<file path="src/rtl/shreg_pkg.sv">
package shreg_pkg;

  typedef enum logic [2:0] {
    CLS_IMM,
    CLS_FRAME,
    CLS_FIELD,
    CLS_SHUT,
    CLS_SEQ
  } upd_cls_e;

  localparam int BASE_IMM    = 'h00;
  localparam int BASE_FRAME  = 'h02;
  localparam int BASE_SHUT   = 'h08;
  localparam int BASE_REGION = 'h10;
  localparam int ADDR_DELAY  = 'h18;
  localparam int BASE_SEQ    = 'h20;

  // Update class of flat register index k, given the first index of each group.
  function automatic upd_cls_e cls_of(int k, int kf, int ks, int kr, int kq);
    if (k < kf)      return CLS_IMM;
    else if (k < ks) return CLS_FRAME;
    else if (k < kr) return CLS_SHUT;
    else if (k < kq) return CLS_FIELD;
    else             return CLS_SEQ;
  endfunction

  // Bus address of flat register index k.
  function automatic int addr_of(int k, int kf, int ks, int kr, int kq);
    if (k < kf)      return BASE_IMM + k;
    else if (k < ks) return BASE_FRAME + (k - kf);
    else if (k < kr) return BASE_SHUT + (k - ks);
    else if (k < kq) return BASE_REGION + (k - kr);
    else             return BASE_SEQ + (k - kq);
  endfunction

  // Sequence that owns a sequence-class register.
  function automatic int seq_of(int k, int kq, int regs_per_seq);
    return (k - kq) / regs_per_seq;
  endfunction

endpackage

</file>
<file path="src/rtl/shreg_events.sv">
module shreg_events #(
  parameter int LINE_W = 10
) (
  input  logic              clk,
  input  logic              rst,
  input  logic              vd,
  input  logic              hd,
  input  logic              sg_line,
  input  logic [LINE_W-1:0] delay_line,
  output logic              vd_fall,
  output logic              sg_end,
  output logic              frame_go
);

  localparam logic [LINE_W-1:0] LINE_MAX = '1;

  logic              vd_q;
  logic              hd_q;
  logic              hd_fall;
  logic              armed;
  logic [LINE_W-1:0] line_cnt;
  logic [LINE_W-1:0] line_nxt;

  // Saturating line advance; a field longer than the counter just parks at the top.
  function automatic logic [LINE_W-1:0] line_step(logic [LINE_W-1:0] cnt);
    return (cnt == LINE_MAX) ? cnt : cnt + 1'b1;
  endfunction

  assign vd_fall  = vd_q & ~vd;
  assign hd_fall  = hd_q & ~hd;
  assign sg_end   = hd_fall & sg_line;
  assign line_nxt = line_step(line_cnt);

  always_comb begin
    if (delay_line == '0) frame_go = vd_fall;
    else                  frame_go = armed & hd_fall & ~vd_fall & (line_nxt == delay_line);
  end

  always_ff @(posedge clk) begin
    if (rst) begin
      vd_q     <= 1'b1;
      hd_q     <= 1'b1;
      line_cnt <= '0;
      armed    <= 1'b0;
    end else begin
      vd_q <= vd;
      hd_q <= hd;
      if (vd_fall) begin
        line_cnt <= '0;
        armed    <= (delay_line != '0);
      end else if (hd_fall) begin
        line_cnt <= line_nxt;
        if (frame_go) armed <= 1'b0;
      end
    end
  end

  assert_line_restart_R3: assert property (@(posedge clk) disable iff (rst)
    vd_fall |=> (line_cnt == '0));

  assert_delayed_once_R3: assert property (@(posedge clk) disable iff (rst)
    (frame_go && !vd_fall) |=> !armed);

  assert_go_on_edge_R2: assert property (@(posedge clk) disable iff (rst)
    frame_go |-> (vd_fall || hd_fall));

endmodule

</file>
<file path="src/rtl/shreg_cell.sv">
module shreg_cell #(
  parameter int              DATA_W    = 20,
  parameter bit              IMMEDIATE = 1'b0,
  parameter logic [DATA_W-1:0] RST_VAL = '0
) (
  input  logic              clk,
  input  logic              rst,
  input  logic              wr_hit,
  input  logic [DATA_W-1:0] wr_data,
  input  logic              commit,
  output logic [DATA_W-1:0] active
);

  generate
    if (IMMEDIATE) begin : g_imm
      always_ff @(posedge clk) begin
        if (rst)         active <= RST_VAL;
        else if (wr_hit) active <= wr_data;
      end

      assert_imm_write_R1: assert property (@(posedge clk) disable iff (rst)
        wr_hit |=> (active == $past(wr_data)));

      logic unused_commit;
      assign unused_commit = commit;
    end else begin : g_shadow
      logic [DATA_W-1:0] staged;
      logic              pend;
      logic              fire;

      assign fire = commit & pend;

      always_ff @(posedge clk) begin
        if (rst) begin
          staged <= RST_VAL;
          active <= RST_VAL;
          pend   <= 1'b0;
        end else begin
          if (fire) active <= staged;
          if (wr_hit) begin
            staged <= wr_data;
            pend   <= 1'b1;
          end else if (commit) begin
            pend   <= 1'b0;
          end
        end
      end

      assert_last_write_R7: assert property (@(posedge clk) disable iff (rst)
        wr_hit |=> (staged == $past(wr_data)));

      assert_write_waits_R8: assert property (@(posedge clk) disable iff (rst)
        wr_hit |=> pend);

      assert_commit_value_R2: assert property (@(posedge clk) disable iff (rst)
        fire |=> (active == $past(staged)));

      assert_no_spurious_R6: assert property (@(posedge clk) disable iff (rst)
        !fire |=> $stable(active));
    end
  endgenerate

endmodule

</file>
<file path="src/rtl/shreg_update_ctrl.sv">
module shreg_update_ctrl
  import shreg_pkg::*;
#(
  parameter int ADDR_W    = 8,
  parameter int DATA_W    = 20,
  parameter int LINE_W    = 10,
  parameter int N_IMM     = 2,
  parameter int N_FRAME   = 4,
  parameter int N_SHUT    = 2,
  parameter int N_REGION  = 4,
  parameter int N_SEQ     = 4,
  parameter int SEQ_REGS  = 2,
  localparam int RGN_W    = (N_REGION > 1) ? $clog2(N_REGION) : 1,
  localparam int SEQ_W    = (N_SEQ > 1) ? $clog2(N_SEQ) : 1,
  localparam int K_FRAME  = N_IMM,
  localparam int K_SHUT   = K_FRAME + N_FRAME,
  localparam int K_REGION = K_SHUT + N_SHUT,
  localparam int K_SEQ    = K_REGION + N_REGION,
  localparam int N_REG    = K_SEQ + N_SEQ * SEQ_REGS
) (
  input  logic                    clk,
  input  logic                    rst,
  input  logic                    wr_valid,
  input  logic [ADDR_W-1:0]       wr_addr,
  input  logic [DATA_W-1:0]       wr_data,
  input  logic                    vd,
  input  logic                    hd,
  input  logic                    sg_line,
  input  logic                    scp_pulse,
  input  logic [RGN_W-1:0]        scp_region,
  output logic [N_REG*DATA_W-1:0] act_o
);

  logic [LINE_W-1:0] delay_line;
  logic              vd_fall;
  logic              sg_end;
  logic              frame_go;
  logic [DATA_W-1:0] act     [N_REG];
  logic [SEQ_W-1:0]  rgn_seq [N_REGION];
  logic [SEQ_W-1:0]  scp_seq;

  // Line-delay register: always takes effect as soon as the word lands.
  always_ff @(posedge clk) begin
    if (rst)
      delay_line <= '0;
    else if (wr_valid && wr_addr == ADDR_W'(ADDR_DELAY))
      delay_line <= wr_data[LINE_W-1:0];
  end

  assert_delay_write_R3: assert property (@(posedge clk) disable iff (rst)
    (wr_valid && wr_addr == ADDR_W'(ADDR_DELAY)) |=> (delay_line == $past(wr_data[LINE_W-1:0])));

  shreg_events #(
    .LINE_W(LINE_W)
  ) events_i (
    .clk       (clk),
    .rst       (rst),
    .vd        (vd),
    .hd        (hd),
    .sg_line   (sg_line),
    .delay_line(delay_line),
    .vd_fall   (vd_fall),
    .sg_end    (sg_end),
    .frame_go  (frame_go)
  );

  // Region table lookup: the sequence used by the region now starting.
  always_comb begin
    for (int r = 0; r < N_REGION; r++) rgn_seq[r] = act[K_REGION + r][SEQ_W-1:0];
  end
  assign scp_seq = rgn_seq[scp_region];

  generate
    for (genvar k = 0; k < N_REG; k++) begin : g_reg
      localparam upd_cls_e CLS = cls_of(k, K_FRAME, K_SHUT, K_REGION, K_SEQ);
      localparam int       ADR = addr_of(k, K_FRAME, K_SHUT, K_REGION, K_SEQ);
      localparam logic [DATA_W-1:0] RSTV =
        (CLS == CLS_FIELD) ? DATA_W'((k - K_REGION) % N_SEQ) : '0;

      logic hit;
      logic commit;

      assign hit = wr_valid && (wr_addr == ADDR_W'(ADR));

      if (CLS == CLS_FRAME) begin : g_frame
        assign commit = frame_go;
      end else if (CLS == CLS_FIELD) begin : g_field
        assign commit = vd_fall;
      end else if (CLS == CLS_SHUT) begin : g_shut
        assign commit = sg_end;
      end else if (CLS == CLS_SEQ) begin : g_seq
        localparam int SEQ = seq_of(k, K_SEQ, SEQ_REGS);
        assign commit = scp_pulse && (scp_seq == SEQ_W'(SEQ));
      end else begin : g_now
        assign commit = 1'b0;
      end

      shreg_cell #(
        .DATA_W   (DATA_W),
        .IMMEDIATE(CLS == CLS_IMM),
        .RST_VAL  (RSTV)
      ) cell_i (
        .clk    (clk),
        .rst    (rst),
        .wr_hit (hit),
        .wr_data(wr_data),
        .commit (commit),
        .active (act[k])
      );

      assign act_o[k*DATA_W +: DATA_W] = act[k];
    end
  endgenerate

endmodule

</file>
<file path="config.mk">
export PLATFORM = sky130hd
export DESIGN_NAME = shreg_update_ctrl
export DESIGN_NICKNAME = d
export VERILOG_FILES = /design/src/rtl/shreg_pkg.sv /design/src/rtl/shreg_events.sv /design/src/rtl/shreg_cell.sv /design/src/rtl/shreg_update_ctrl.sv
export SDC_FILE = /design/constraint.sdc
export NUM_CORES = 2
export LEC_CHECK = 0
export BUFFER_PORTS_ARGS = -buffer_cell sky130_fd_sc_hd__buf_4
export CORE_MARGIN = 8
export CORE_UTILIZATION = 33
export DETAILED_ROUTE_END_ITERATION = 7
export MAX_ROUTING_LAYER = met4
export PLACE_DENSITY = 0.5
export SETUP_SLACK_MARGIN = 0.3
export SLEW_MARGIN = 5
export SYNTH_ARGS = -nofsm -noshare
export SYNTH_HDL_FRONTEND = slang
export SYNTH_SLANG_ARGS = --single-unit
</file>
<file path="constraint.sdc">
create_clock -name clk -period 7.7 [get_ports clk]
set_input_delay 0.77 -clock clk [delete_from_list [all_inputs] [get_ports clk]]
set_output_delay 0.77 -clock clk [all_outputs]
set_load 0.05 [all_outputs]
</file>
==> impl_metrics.sql <==
INSERT INTO impl_metrics (metric_group, metric, value, unit) VALUES
('outcome', 'outcome', 'finished, final reports clean', ''),
('logic_synthesis', 'synth_top_area_cells', 'sky130_fd_sc_hd__dfxtp_1, sky130_fd_sc_hd__nand2_1, sky130_fd_sc_hd__a21oi_1', ''),
('logic_synthesis', 'synth.cell_area', '30900', 'um2'),
('hold_path', 'hold_path_class', 'in -> reg', ''),
('placed_design', 'gp_congestion', '0.823', ''),
('final_layout', 'final_layout_size_suffix_gt1_share', '14.7', '%'),
('sta', 'ratio_of_final_minimum_period_to_clock_period', '59.5', '%'),
('global_route', 'via_count_of_the_first_global_routing_pass', '26400', ''),
('floorplan', 'placeableCoreArea', '93000', 'um2'),
('run', 'max-cap-violations', '0', ''),
('global_route', 'global_route_met1_utilization', '28.7', '%'),
('logic_synthesis', 'yosys_register_bits', '801', ''),
('global_route', 'total_routing_resource_utilization_after_global_routing', '21.9', '%'),
('final_layout', 'final_area', '37900', 'um2'),
('final_layout', 'nNetsFinal', '4308', ''),
('global_route', 'grt_pass1_wl', '171', 'mm'),
('logic_synthesis', 'yosys_most_used_dff', 'sky130_fd_sc_hd__dfxtp_1', ''),
('logic_synthesis', 'synth_enable_flop_cells', '0', ''),
('logic_synthesis', 'synthCells', '4065', ''),
('logic_synthesis', 'synth_nets', '4103', ''),
('sta', 'number_of_endpoints_failing_setup_at_the_final_stage', '0', ''),
('route', 'via_count', '28000', ''),
('critical_path', 'critical_path.slowest_cell', 'sky130_fd_sc_hd__buf_4', ''),
('logic_synthesis', 'synth-warning-count', '0', ''),
('sta', 'final_count_of_pins_violating_max_slew', '0', ''),
('clocking', 'clk_pin_slew', '60', 'ps'),
('global_route', 'overflow', '0', ''),
('sta', 'timing.final.hold_violations', '0', ''),
('route', 'count_of_routing_violations_after_the_opening_detailed_route_iteration', '2401', ''),
('clocking', 'cts.sink_count', '801', ''),
('logic_synthesis', 'async_set_reset_flop_share_out_of_synthesis', '0', '%'),
('placed_design', 'dp.final_hpwl', '69.6', 'mm'),
('placed_design', 'numPortBuffers', '436', ''),
('sta', 'fmaxAchievable', '0.218', 'GHz'),
('global_route', 'busiest_layer', 'met2', ''),
('power_and_ir_drop', 'peakVddDrop', '0.189', 'mV'),
('power_and_ir_drop', 'power.density_cell_area', '236', 'nW/um2'),
('sta', 'setup_repair_after_global_routing_missed_its_margin', 'false', ''),
('clocking', 'ctsHtreeMaxLevel', '3', ''),
('final_layout', 'area_growth_synth_to_finish', '22.6', '%'),
('sta', 'worstMarginPinSlew', '1160', 'ps'),
('route', 'route.detailed.vias_per_inst', '5.00', ''),
('route', 'drc', '0', ''),
('critical_path', 'critical_path_cell_sequence', 'ha_1 > nand3_1 > nor2_1 > nand3_1 > o21a_1 > nor4_4 > buf_4 > and2_2 > buf_4 > o311ai_1', ''),
('floorplan', 'dieHeight', '322', 'um'),
('critical_path', 'cp-end-kind', 'flop', ''),
('critical_path', 'criticalPathCategory', 'reg -> reg', ''),
('logic_synthesis', 'netlist.top_cell.by_area', 'sky130_fd_sc_hd__dfxtp_1', ''),
('final_layout', 'fin_util', '40.7', '%'),
('clocking', 'cts_max_path_buffers', '3', ''),
('critical_path', 'crit_path_max_incr_delay', '780', 'ps'),
('logic_synthesis', 'sequential_area_share_after_synthesis', '51.9', '%'),
('critical_path', 'reg2reg_slack', '3120', 'ps'),
('logic_synthesis', 'synth.most_common_cell', 'sky130_fd_sc_hd__nand2_1', ''),
('sta', 'post-route-min-period', '4580', 'ps'),
('logic_synthesis', 'synthDistinctLibCells', '54', ''),
('logic_synthesis', 'post_synth_top_area_share', '51.9', '%'),
('global_route', 'globalRouteMet3Util', '5.48', '%'),
('clocking', 'cts_hold_buf', '0', ''),
('clocking', 'clk-insertion-delay-late', '660', 'ps'),
('clocking', 'cts_resized', '0', ''),
('route', 'post_drt_wl_per_cell', '20.7', 'um'),
('floorplan', 'ios', '437', ''),
('sta', 'worst_clock_skew', '28.8', 'ps'),
('route', 'drt_pass1_iterations', '7', ''),
('final_layout', 'fill_cells', '9766', ''),
('sta', 'slew-limit-headroom', '22.5', '%'),
('floorplan', 'die_w', '322', 'um'),
('critical_path', 'worst_path_dominant_cell_family', 'buffers and inverters', ''),
('clocking', 'inserted_clock_buffers', '92', ''),
('global_route', 'grt_use_met2', '33.8', '%');
[state kept, by name (all words and copies together) (netlist names)]
name                      count
events_i.vd_q                 1
events_i.armed                1
events_i.line_cnt            10
g.cell_i.active             400
g.cell_i.g_shadow.pend       18
g.cell_i.g_shadow.staged    360
delay_line                   10
events_i.hd_q                 1
[power breakdown]
group	switching (uW)	total, uW	leakage [uW]	internal (uW)
Clock	1830	4520	0.00154	2700
Sequential	2.77	4150	0.00645	4150
Combinational	233	273	0.00503	40.5
Total	2060	8950	0.0130	6890
[routing by layer]
metal	routed length, um	share of wire [%]
met1	53100	46
met2	52100	45
met3	8160	7.0
met4	2490	2.2
met5	0	0
[cell type report]
class | count | area (um2) | area share [%]
multi-input combinational | 2902 | 13500 | 35.7
timing repair buffer | 470 | 3560 | 9.40
antenna | 5 | 12.5 | 0.0330
sequential | 801 | 16000 | 42.3
tap | 1254 | 1570 | 4.14
clock inverter | 30 | 474 | 1.25
clock buffer | 134 | 2680 | 7.08
inverter | 3 | 11.3 | 0.0297
[cells by family after synthesis]
logic type	share of synthesized area, %
and+or+nand+nor	27.0
adders and majority gates	0.0405
buffers and inverters	4.45
DFF	51.9
AOI/OAI and AO/OA	15.9
muxes	0.506
xor gates and xnor gates	0.198
[layout by cell type (no fill, tap or decap), drive strengths merged, types with 82 or more instances in the layout]
cell type / netlist / final
nor3b: 82 / 82
dfxtp: 801 / 801
nand2: 1496 / 1496
nand3: 93 / 93
clkbuf: 345 / 134
nor2: 130 / 130
a21oi: 782 / 782
o311ai: 82 / 82
buf: 14 / 470
nand2b: 96 / 96
[path summary, 6_finish.rpt]
| path | startpoint | endpoint | depth (start not counted) |
|---|---|---|---|
| max | events_i.line_cnt[0]$_SDFFE_PP0P_ | g_reg[3].cell_i.active[12]$_SDFFE_PP0P_ | 10 |
| min | hd | events_i.hd_q$_SDFF_PP1_ | 2 |
| max reg2reg | events_i.line_cnt[0]$_SDFFE_PP0P_ | g_reg[3].cell_i.active[12]$_SDFFE_PP0P_ | 10 |
| min reg2reg | g_reg[6].cell_i.g_shadow.staged[2]$_SDFFE_PP0P_ | g_reg[6].cell_i.active[2]$_SDFFE_PP0P_ | 2 |
[metrics by stage]
stage	setup slack [ps]	cells	total power, uW
floorplan	5040	4065	4390
global placement	3240	5430	4520
detailed placement	3190	5430	4520
CTS	3140	5594	9070
global route	2840	5599	9250
finish	3120	5599	8950
Note: power is estimated with default switching activity, not from simulation.
